[config.mk]
export PLATFORM = sky130hd
export DESIGN_NAME = uwire_eeprom
export DESIGN_NICKNAME = d
export VERILOG_FILES = /design/src/rtl/uwe_pkg.sv /design/src/rtl/uwe_sync.sv /design/src/rtl/uwe_prog.sv /design/src/rtl/uwe_frame.sv /design/src/rtl/uwire_eeprom.sv
export SDC_FILE = /design/constraint.sdc
export NUM_CORES = 2
export LEC_CHECK = 0
export ABC_AREA = 1
export BUFFER_PORTS_ARGS = -buffer_cell sky130_fd_sc_hd__buf_2
export CAP_MARGIN = 20
export CORE_MARGIN = 2
export CORE_UTILIZATION = 60
export CTS_BUF_LIST = sky130_fd_sc_hd__clkbuf_16
export DETAILED_ROUTE_END_ITERATION = 7
export PLACE_DENSITY_LB_ADDON = 0.08
export SYNTH_ARGS = -nofsm -noshare
export SYNTH_HDL_FRONTEND = slang
export SYNTH_SLANG_ARGS = --single-unit
[constraint.sdc]
create_clock -name clk_i -period 5.38 [get_ports clk_i]
set_input_delay 0.269 -clock clk_i [delete_from_list [all_inputs] [get_ports clk_i]]
set_output_delay 0.269 -clock clk_i [all_outputs]
set_load 0.01 [all_outputs]
[src/rtl/uwe_pkg.sv]
package uwe_pkg;
   localparam int BYTE_W = 8;
   localparam int WORD_W = 2 * BYTE_W;

   localparam logic [1:0] OP_EXT   = 2'b00;
   localparam logic [1:0] OP_WRITE = 2'b01;
   localparam logic [1:0] OP_READ  = 2'b10;
   localparam logic [1:0] OP_ERASE = 2'b11;

   localparam logic [1:0] EX_LOCK  = 2'b00;
   localparam logic [1:0] EX_FILL  = 2'b01;
   localparam logic [1:0] EX_WIPE  = 2'b10;
   localparam logic [1:0] EX_ARM   = 2'b11;

   typedef enum logic [1:0] {PK_WRITE, PK_FILL, PK_ERASE, PK_WIPE} prog_kind_t;
   typedef enum logic [2:0] {FS_IDLE, FS_HDR, FS_DATA, FS_ARMED, FS_READ, FS_DONE} frame_st_t;
endpackage

[src/rtl/uwe_sync.sv]
module uwe_sync #(
   parameter int STAGES = 2
) (
   input  logic clk_i,
   input  logic rst_ni,
   input  logic d_i,
   output logic lvl_o,
   output logic rise_o,
   output logic fall_o
);
   logic [STAGES-1:0] pipe_q;
   logic              last_q;

   always_ff @(posedge clk_i or negedge rst_ni) begin
      if (!rst_ni) begin
         pipe_q <= '0;
         last_q <= 1'b0;
      end else begin
         pipe_q <= {pipe_q[STAGES-2:0], d_i};
         last_q <= pipe_q[STAGES-1];
      end
   end

   assign lvl_o  = pipe_q[STAGES-1];
   assign rise_o = pipe_q[STAGES-1] & ~last_q;
   assign fall_o = ~pipe_q[STAGES-1] & last_q;
endmodule

[src/rtl/uwe_prog.sv]
module uwe_prog
   import uwe_pkg::*;
#(
   parameter int BYTE_AW     = 7,
   parameter int PROG_CYCLES = 400
) (
   input  logic               clk_i,
   input  logic               rst_ni,
   input  logic               wide_i,
   input  logic               go_i,
   input  prog_kind_t         kind_i,
   input  logic [BYTE_AW-1:0] addr_i,
   input  logic [WORD_W-1:0]  data_i,
   input  logic [BYTE_AW-1:0] rd_addr_i,
   output logic               busy_o,
   output logic [WORD_W-1:0]  rd_word_o
);
   localparam int DEPTH = 1 << BYTE_AW;
   localparam int CW    = $clog2(PROG_CYCLES + 1);

   logic [BYTE_W-1:0]  mem_q [DEPTH];
   logic [BYTE_W-1:0]  nxt   [DEPTH];
   logic [CW-1:0]      cnt_q;
   prog_kind_t         kind_q;
   logic [BYTE_AW-1:0] addr_q;
   logic [WORD_W-1:0]  data_q;
   logic               wide_q;
   logic               commit;

   assign commit = busy_o && (cnt_q == '0);

   for (genvar i = 0; i < DEPTH; i++) begin : g_lane
      localparam logic [BYTE_AW-1:0] IDX = BYTE_AW'(i);
      logic              hit;
      logic [BYTE_W-1:0] lane;
      assign hit  = wide_q ? (addr_q[BYTE_AW-2:0] == IDX[BYTE_AW-1:1]) : (addr_q == IDX);
      assign lane = (wide_q && IDX[0]) ? data_q[WORD_W-1:BYTE_W] : data_q[BYTE_W-1:0];
      always_comb begin
         unique case (kind_q)
            PK_WRITE: nxt[i] = hit ? lane : mem_q[i];
            PK_FILL:  nxt[i] = lane;
            PK_ERASE: nxt[i] = hit ? '1 : mem_q[i];
            default:  nxt[i] = '1;
         endcase
      end
   end

   always_ff @(posedge clk_i or negedge rst_ni) begin
      if (!rst_ni) begin
         busy_o <= 1'b0;
         cnt_q  <= '0;
         kind_q <= PK_WRITE;
         addr_q <= '0;
         data_q <= '0;
         wide_q <= 1'b0;
         for (int j = 0; j < DEPTH; j++) mem_q[j] <= '1;
      end else if (go_i && !busy_o) begin
         busy_o <= 1'b1;
         cnt_q  <= CW'(PROG_CYCLES - 1);
         kind_q <= kind_i;
         addr_q <= addr_i;
         data_q <= data_i;
         wide_q <= wide_i;
      end else if (commit) begin
         busy_o <= 1'b0;
         for (int j = 0; j < DEPTH; j++) mem_q[j] <= nxt[j];
      end else if (busy_o) begin
         cnt_q <= cnt_q - 1'b1;
      end
   end

   assign rd_word_o = wide_i ? {mem_q[{rd_addr_i[BYTE_AW-2:0], 1'b1}], mem_q[{rd_addr_i[BYTE_AW-2:0], 1'b0}]}
                             : {{BYTE_W{1'b0}}, mem_q[rd_addr_i]};
endmodule

[src/rtl/uwe_frame.sv]
module uwe_frame
   import uwe_pkg::*;
#(
   parameter int BYTE_AW = 7
) (
   input  logic               clk_i,
   input  logic               rst_ni,
   input  logic               cs_lvl_i,
   input  logic               cs_fall_i,
   input  logic               sk_rise_i,
   input  logic               di_lvl_i,
   input  logic               wide_i,
   input  logic               busy_i,
   input  logic [WORD_W-1:0]  rd_word_i,
   output logic [BYTE_AW-1:0] rd_addr_o,
   output logic               go_o,
   output prog_kind_t         kind_o,
   output logic [BYTE_AW-1:0] addr_o,
   output logic [WORD_W-1:0]  data_o,
   output logic               wen_o,
   output logic               dout_o
);
   localparam int HB    = 2 + BYTE_AW;
   localparam int CNT_W = $clog2(HB + 1);

   frame_st_t          st_q;
   logic [HB-2:0]      hdr_q;
   logic [HB-1:0]      nxt;
   logic [CNT_W-1:0]   cnt_q;
   logic [CNT_W-1:0]   cnt_last;
   logic [1:0]         op, ex;
   logic [BYTE_AW-1:0] dec_addr;
   logic [WORD_W-1:0]  data_q;
   logic [WORD_W:0]    out_q;
   logic               stat_q;

   assign nxt      = {hdr_q, di_lvl_i};
   assign cnt_last = wide_i ? CNT_W'(HB - 2) : CNT_W'(HB - 1);
   assign op       = wide_i ? nxt[HB-2 -: 2] : nxt[HB-1 -: 2];
   assign ex       = wide_i ? nxt[HB-4 -: 2] : nxt[HB-3 -: 2];
   assign dec_addr = wide_i ? {1'b0, nxt[BYTE_AW-2:0]} : nxt[BYTE_AW-1:0];
   assign rd_addr_o = dec_addr;
   assign data_o   = wide_i ? data_q : {{BYTE_W{1'b0}}, data_q[BYTE_W-1:0]};
   assign go_o     = cs_fall_i && (st_q == FS_DATA || st_q == FS_ARMED) && wen_o && !busy_i;
   assign dout_o   = cs_lvl_i && (stat_q ? !busy_i : (st_q == FS_READ && out_q[WORD_W]));

   always_ff @(posedge clk_i or negedge rst_ni) begin
      if (!rst_ni) begin
         st_q   <= FS_IDLE;
         hdr_q  <= '0;
         cnt_q  <= '0;
         data_q <= '0;
         out_q  <= '0;
         stat_q <= 1'b0;
         wen_o  <= 1'b0;
         kind_o <= PK_WRITE;
         addr_o <= '0;
      end else begin
         if (go_o) stat_q <= 1'b1;
         else if (cs_lvl_i && sk_rise_i && di_lvl_i) stat_q <= 1'b0;

         if (!cs_lvl_i) begin
            st_q <= FS_IDLE;
         end else if (sk_rise_i) begin
            unique case (st_q)
               FS_IDLE: if (di_lvl_i && !busy_i) begin
                  st_q  <= FS_HDR;
                  cnt_q <= '0;
               end
               FS_HDR: begin
                  hdr_q <= nxt[HB-2:0];
                  cnt_q <= cnt_q + 1'b1;
                  if (cnt_q == cnt_last) begin
                     addr_o <= dec_addr;
                     data_q <= '0;
                     unique case (op)
                        OP_READ: begin
                           st_q  <= FS_READ;
                           out_q <= wide_i ? {1'b0, rd_word_i}
                                           : {1'b0, rd_word_i[BYTE_W-1:0], {BYTE_W{1'b0}}};
                        end
                        OP_WRITE: begin st_q <= FS_DATA;  kind_o <= PK_WRITE; end
                        OP_ERASE: begin st_q <= FS_ARMED; kind_o <= PK_ERASE; end
                        default: unique case (ex)
                           EX_ARM:  begin st_q <= FS_DONE;  wen_o <= 1'b1; end
                           EX_LOCK: begin st_q <= FS_DONE;  wen_o <= 1'b0; end
                           EX_FILL: begin st_q <= FS_DATA;  kind_o <= PK_FILL; end
                           default: begin st_q <= FS_ARMED; kind_o <= PK_WIPE; end
                        endcase
                     endcase
                  end
               end
               FS_DATA: data_q <= {data_q[WORD_W-2:0], di_lvl_i};
               FS_READ: out_q  <= {out_q[WORD_W-1:0], 1'b0};
               default: ;
            endcase
         end
      end
   end
endmodule

[src/rtl/uwire_eeprom.sv]
module uwire_eeprom
   import uwe_pkg::*;
#(
   parameter int BYTE_AW     = 7,
   parameter int PROG_CYCLES = 400,
   parameter int SYNC_STAGES = 2
) (
   input  logic clk_i,
   input  logic rst_ni,
   input  logic csel_i,
   input  logic sclk_i,
   input  logic sdin_i,
   input  logic wide_i,
   output logic sdout_o
);
   if (SYNC_STAGES < 2) begin : g_bad_sync
      $error("SYNC_STAGES must be at least 2");
   end
   if (PROG_CYCLES < 2) begin : g_bad_prog
      $error("PROG_CYCLES must be at least 2");
   end
   if (BYTE_AW < 3 || BYTE_AW > 10) begin : g_bad_aw
      $error("BYTE_AW out of range");
   end

   logic cs_lvl, cs_fall, cs_rise_nc;
   logic sk_lvl_nc, sk_rise, sk_fall_nc;
   logic di_lvl, di_rise_nc, di_fall_nc;
   logic go, busy, wen;
   prog_kind_t         kind;
   logic [BYTE_AW-1:0] addr, rd_addr;
   logic [WORD_W-1:0]  data, rd_word;

   uwe_sync #(.STAGES(SYNC_STAGES)) u_cs (.clk_i, .rst_ni, .d_i(csel_i),
      .lvl_o(cs_lvl), .rise_o(cs_rise_nc), .fall_o(cs_fall));
   uwe_sync #(.STAGES(SYNC_STAGES)) u_sk (.clk_i, .rst_ni, .d_i(sclk_i),
      .lvl_o(sk_lvl_nc), .rise_o(sk_rise), .fall_o(sk_fall_nc));
   uwe_sync #(.STAGES(SYNC_STAGES)) u_di (.clk_i, .rst_ni, .d_i(sdin_i),
      .lvl_o(di_lvl), .rise_o(di_rise_nc), .fall_o(di_fall_nc));

   uwe_frame #(.BYTE_AW(BYTE_AW)) u_frame (
      .clk_i, .rst_ni,
      .cs_lvl_i(cs_lvl), .cs_fall_i(cs_fall), .sk_rise_i(sk_rise), .di_lvl_i(di_lvl),
      .wide_i, .busy_i(busy), .rd_word_i(rd_word), .rd_addr_o(rd_addr),
      .go_o(go), .kind_o(kind), .addr_o(addr), .data_o(data),
      .wen_o(wen), .dout_o(sdout_o));

   uwe_prog #(.BYTE_AW(BYTE_AW), .PROG_CYCLES(PROG_CYCLES)) u_prog (
      .clk_i, .rst_ni, .wide_i, .go_i(go), .kind_i(kind), .addr_i(addr),
      .data_i(data), .rd_addr_i(rd_addr), .busy_o(busy), .rd_word_o(rd_word));
endmodule

==> results.tsv <==
stage	metric	value	unit
global_routing	initial antenna violation count	2	
worst_setup_path	kind of critical path	reg -> reg	
worst_setup_path	crit-path max FO	133	
global_routing	met1 usage	0.5570	
global_routing	GRT Max-Usage Layer	met2	
logic_synthesis	Synth Warn #	0	
logic_synthesis	post-synth top area share	0.4366	
timing	final hold violations	0	
final_layout	multi-input logic area	0.02864	sq mm
logic_synthesis	Cell variety after synth	38	
routing	via count	59770	
worst_setup_path	reg2reg start	u_di.pipe_q[1]	
worst_setup_path	worst r2r path cells	12	
timing	Final Skew	39.60	ps
routing	final WL	215900	um
place	routability cong.	1.022	
place	Area after DPL	0.06149	sq mm
final_layout	share of cells above drive strength 1	0.1851	
final_layout	fin nets	7814	
routing	Antenna Nets Post-Route	0	
place	cell count after placement	9045	
logic_synthesis	Synth area leaders	dfstp_2, nand2_1, nand3_1	
logic_synthesis	synthesized cell area	0.06163	sq mm
logic_synthesis	area leader, netlist	dfstp_2	
clock_network	Sink Count	1127	
final_layout	fin area	0.06563	sq mm
floorplanning	core area	0.1019	sq mm
floorplanning	die span in x	324.5	um
routing	WL/cell	23.27	um
worst_setup_path	crit start category	flop	
power	Pleak	23.96	nW
final_layout	Finished Layout Cells	9277	
clock_network	H-tree levels	3	
worst_setup_path	reg2reg setup slack	1390	ps
logic_synthesis	FF+latch count, synth	1127	
timing	RSZ-0062 raised after global routing	no	
place	HPWL Detailed	131700	um
worst_setup_path	WP data required	6040	ps
timing	final period utilization	0.7421	
worst_setup_path	FF-to-FF End	u_frame.out_q[8]	
clock_network	total CTS buffers	120	
flow_run	max_cap viols	0	
global_routing	Total Routing Usage GR	0.4037	
timing	fin crit period	3992	ps
global_routing	global-route wire length before repair	331900	um
timing	final worst setup slack	1388	ps
power	PD cells	312.6	mW/mm^2
hold_path	worst min-delay path category	in -> reg	
logic_synthesis	Post-Syn Nets	8248	
logic_synthesis	sequential-to-total area share from yosys stat	0.4784	
global_routing	vias in the first global route	55230	
worst_setup_path	Worst Setup End Kind	flop	
floorplanning	starting density of the core	0.6049	
clock_network	root buffer cell	clkbuf_16	
worst_setup_path	Worst EP arrival	4650	ps
place	# port buffers	6	
run_status	status	finished, final reports clean	
final_layout	# fillers	9135	
clock_network	clock buffer depth	3	
hold_path	Worst Hold Path Cells	2	
global_routing	grt ovf	0	
global_routing	grt met3 use	0.1092	
final_layout	sequential cell area	0.02950	sq mm
floorplanning	die height	324.5	um
routing	Pre-antenna DRT Iters	8	
final_layout	Area Overhead vs Synth	6.497	%
logic_synthesis	cell count after synthesis	8238	
routing	Via density	6.442	
floorplanning	Top Ports	7	
place	Post-Place Worst Slack	1717	ps
timing	Slew Limit Fails	0	
clock_network	CTS tree	built	
clock_network	clock latency on the worst-skew pair	740	ps
timing	relative slew slack	0.2253	
floorplanning	Die Area	0.1053	sq mm
timing	TNS Setup	0	ps
global_routing	largest net degree at the start of global routing	212	
global_routing	M2 GR Usage	0.5864	
timing	# setup viols final	0	
routing	DR iter-0 viols	8796	
clock_network	Clk pin slew, worst setup/hold paths	60	ps
logic_synthesis	syn avg cell area	7.481	sq um
power	IR drop worst, VDD	0.3395	mV
hold_path	hold path start	csel_i	
timing	Fmax	250.5	MHz
routing	number of remaining DRC errors	0	
timing	Least-Margin Pin Slew	1162	ps
floorplanning	row count	117	
hold_path	WHS Endpoint	u_cs.pipe_q[0]	
==> worst max-delay path by stage <==
stage / start / end / depth (start not counted) / slack (ps)
after floorplan: u_frame.hdr_q[3] / u_frame.kind_o[1] / 12 / 3220
after global placement: u_di.pipe_q[1] / u_frame.out_q[8] / 12 / 1730
after detailed placement: u_di.pipe_q[1] / u_frame.out_q[8] / 14 / 1720
after CTS: u_di.pipe_q[1] / u_frame.out_q[8] / 14 / 1700
after global routing: u_di.pipe_q[1] / u_frame.out_q[8] / 12 / 1370
final: u_di.pipe_q[1] / u_frame.out_q[8] / 12 / 1390
==> final cells by class <==
cell class	count	area share
antenna	1	0.00003813
clock buffer	124	0.04728
clock inverter	102	0.01495
inverter	116	0.007149
multi-input combinational	6324	0.4363
sequential	1127	0.4495
tap	1368	0.02608
timing repair buffer	115	0.01876
==> metrics by stage <==
stage	hold slack (ps)	utilization	power [W]
after floorplan	-26.59	-	0.01080
after global placement	334.8	0.6035	0.01178
final	173.8	0.6442	0.02052
after CTS	142.0	0.6439	0.02046
after detailed placement	344.9	0.6035	0.01180
after global routing	150.5	0.6441	0.02118
==> flip-flops by register name, summed over array words and instances, names as in the netlist, 2 cells and up <==
name	count
u_prog.mem_q	1024
u_frame.out_q	17
u_frame.data_q	16
u_prog.data_q	16
u_prog.cnt_q	9
u_frame.hdr_q	8
u_frame.addr_o	7
u_prog.addr_q	7
u_frame.cnt_q	4
u_frame.st_q	3
u_cs.pipe_q	2
u_di.pipe_q	2
u_frame.kind_o	2
u_prog.kind_q	2
u_sk.pipe_q	2
==> cells in the mapped netlist <==
master and count:
o22ai_1 7, dfstp_2 1024, a31oi_1 4, o311ai_1 14, nand2_4 3, o31ai_2 1, nor4_1 1, nor2_4 20
o211ai_2 5, a211oi_2 4, inv_4 1, buf_4 29, mux2i_1 1, inv_1 59, nor2_1 85, nor2_2 8
ha_1 4, and3_1 1, buf_2 364, o21ai_1 951, nand2_2 27, o21ai_0 211, o211ai_1 36, clkinv_1 7
nand4_1 2, buf_1 89, a21oi_1 84, nand3_1 2007, dfrtp_1 103, nand3_2 1, nor3_1 17, o31ai_1 4
o21ai_2 8, o41ai_1 1, nand2_1 2817, buf_6 13, clkbuf_1 176, inv_2 49
==> metal layers <==
layer / part of all wire / vias up / routed length, um
met4: 0.057 / 2 / 12290
met3: 0.12 / 691 / 25860
met1: 0.40 / 28510 / 86040
met5: 0.000051 / - / 11
met2: 0.42 / 3672 / 91690
li1: - / 26900 / -
==> timing repair <==
item | 4_1_cts | 5_1_grt
endpoints found under the hold margin | 57 | 0
hold buffers | 4 | 0
resized for setup | 0 | 0
endpoints found under the setup margin | 0 | 0
buffers inserted | 0 | 0
==> critical path, stage by stage, from the launching register on <==
cell and delay, ps:
dfrtp_4 680, inv_8 550, buf_12 510, nand2_1 110, nand3_1 110, nand3_1 80, nand3_1 210, nand3_1 250
a21oi_1 810, nor3_1 90, nand2_1 110, nand2_1 50, nand2_1 70
==> cell usage in the layout (no fill, tap or decap), types with 2 or more instances in the layout <==
master | synthesis | final
inv_6 | 0 | 2
dfrtp_4 | 0 | 4
clkinv_1 | 7 | 26
buf_2 | 364 | 5
o211ai_2 | 5 | 5
clkbuf_16 | 0 | 124
dlygate4sd3_1 | 0 | 4
nand3_1 | 2007 | 2007
inv_8 | 0 | 2
a31oi_1 | 4 | 4
o311ai_1 | 14 | 14
buf_4 | 29 | 76
clkinvlp_4 | 0 | 3
buf_12 | 0 | 29
dfrtp_1 | 103 | 98
nor2_2 | 8 | 7
a21oi_1 | 84 | 84
o31ai_1 | 4 | 4
nor2_4 | 20 | 29
a211oi_4 | 0 | 4
o21ai_1 | 951 | 949
inv_2 | 49 | 51
nand4_1 | 2 | 2
o21ai_0 | 211 | 211
bufinv_16 | 0 | 20
ha_1 | 4 | 4
inv_1 | 59 | 80
nand2_1 | 2817 | 2817
clkinv_2 | 0 | 31
o21ai_2 | 8 | 10
o211ai_1 | 36 | 36
o22ai_1 | 7 | 7
nand2_4 | 3 | 3
nor3_1 | 17 | 16
nand2_2 | 27 | 27
dfstp_2 | 1024 | 1024
nor2_1 | 85 | 77
==> where the power goes <==
part           leakage, nW  total [W]  internal, W  switching, W
clock                 2.10    0.00871      0.00510       0.00361
combinational         9.98    0.00321     0.000930       0.00228
sequential            11.9    0.00859      0.00853     0.0000615
==> logic make-up after synthesis <==
logic type | count (synthesis) | share of synthesized area
simple gates | 4989 | 0.3494
mux | 1 | 0.0001624
buf+inv | 787 | 0.05871
flops | 1127 | 0.4784
compound gates | 1330 | 0.1125
fa+ha+maj | 4 | 0.0008121
(Power assumes the default switching activity.)
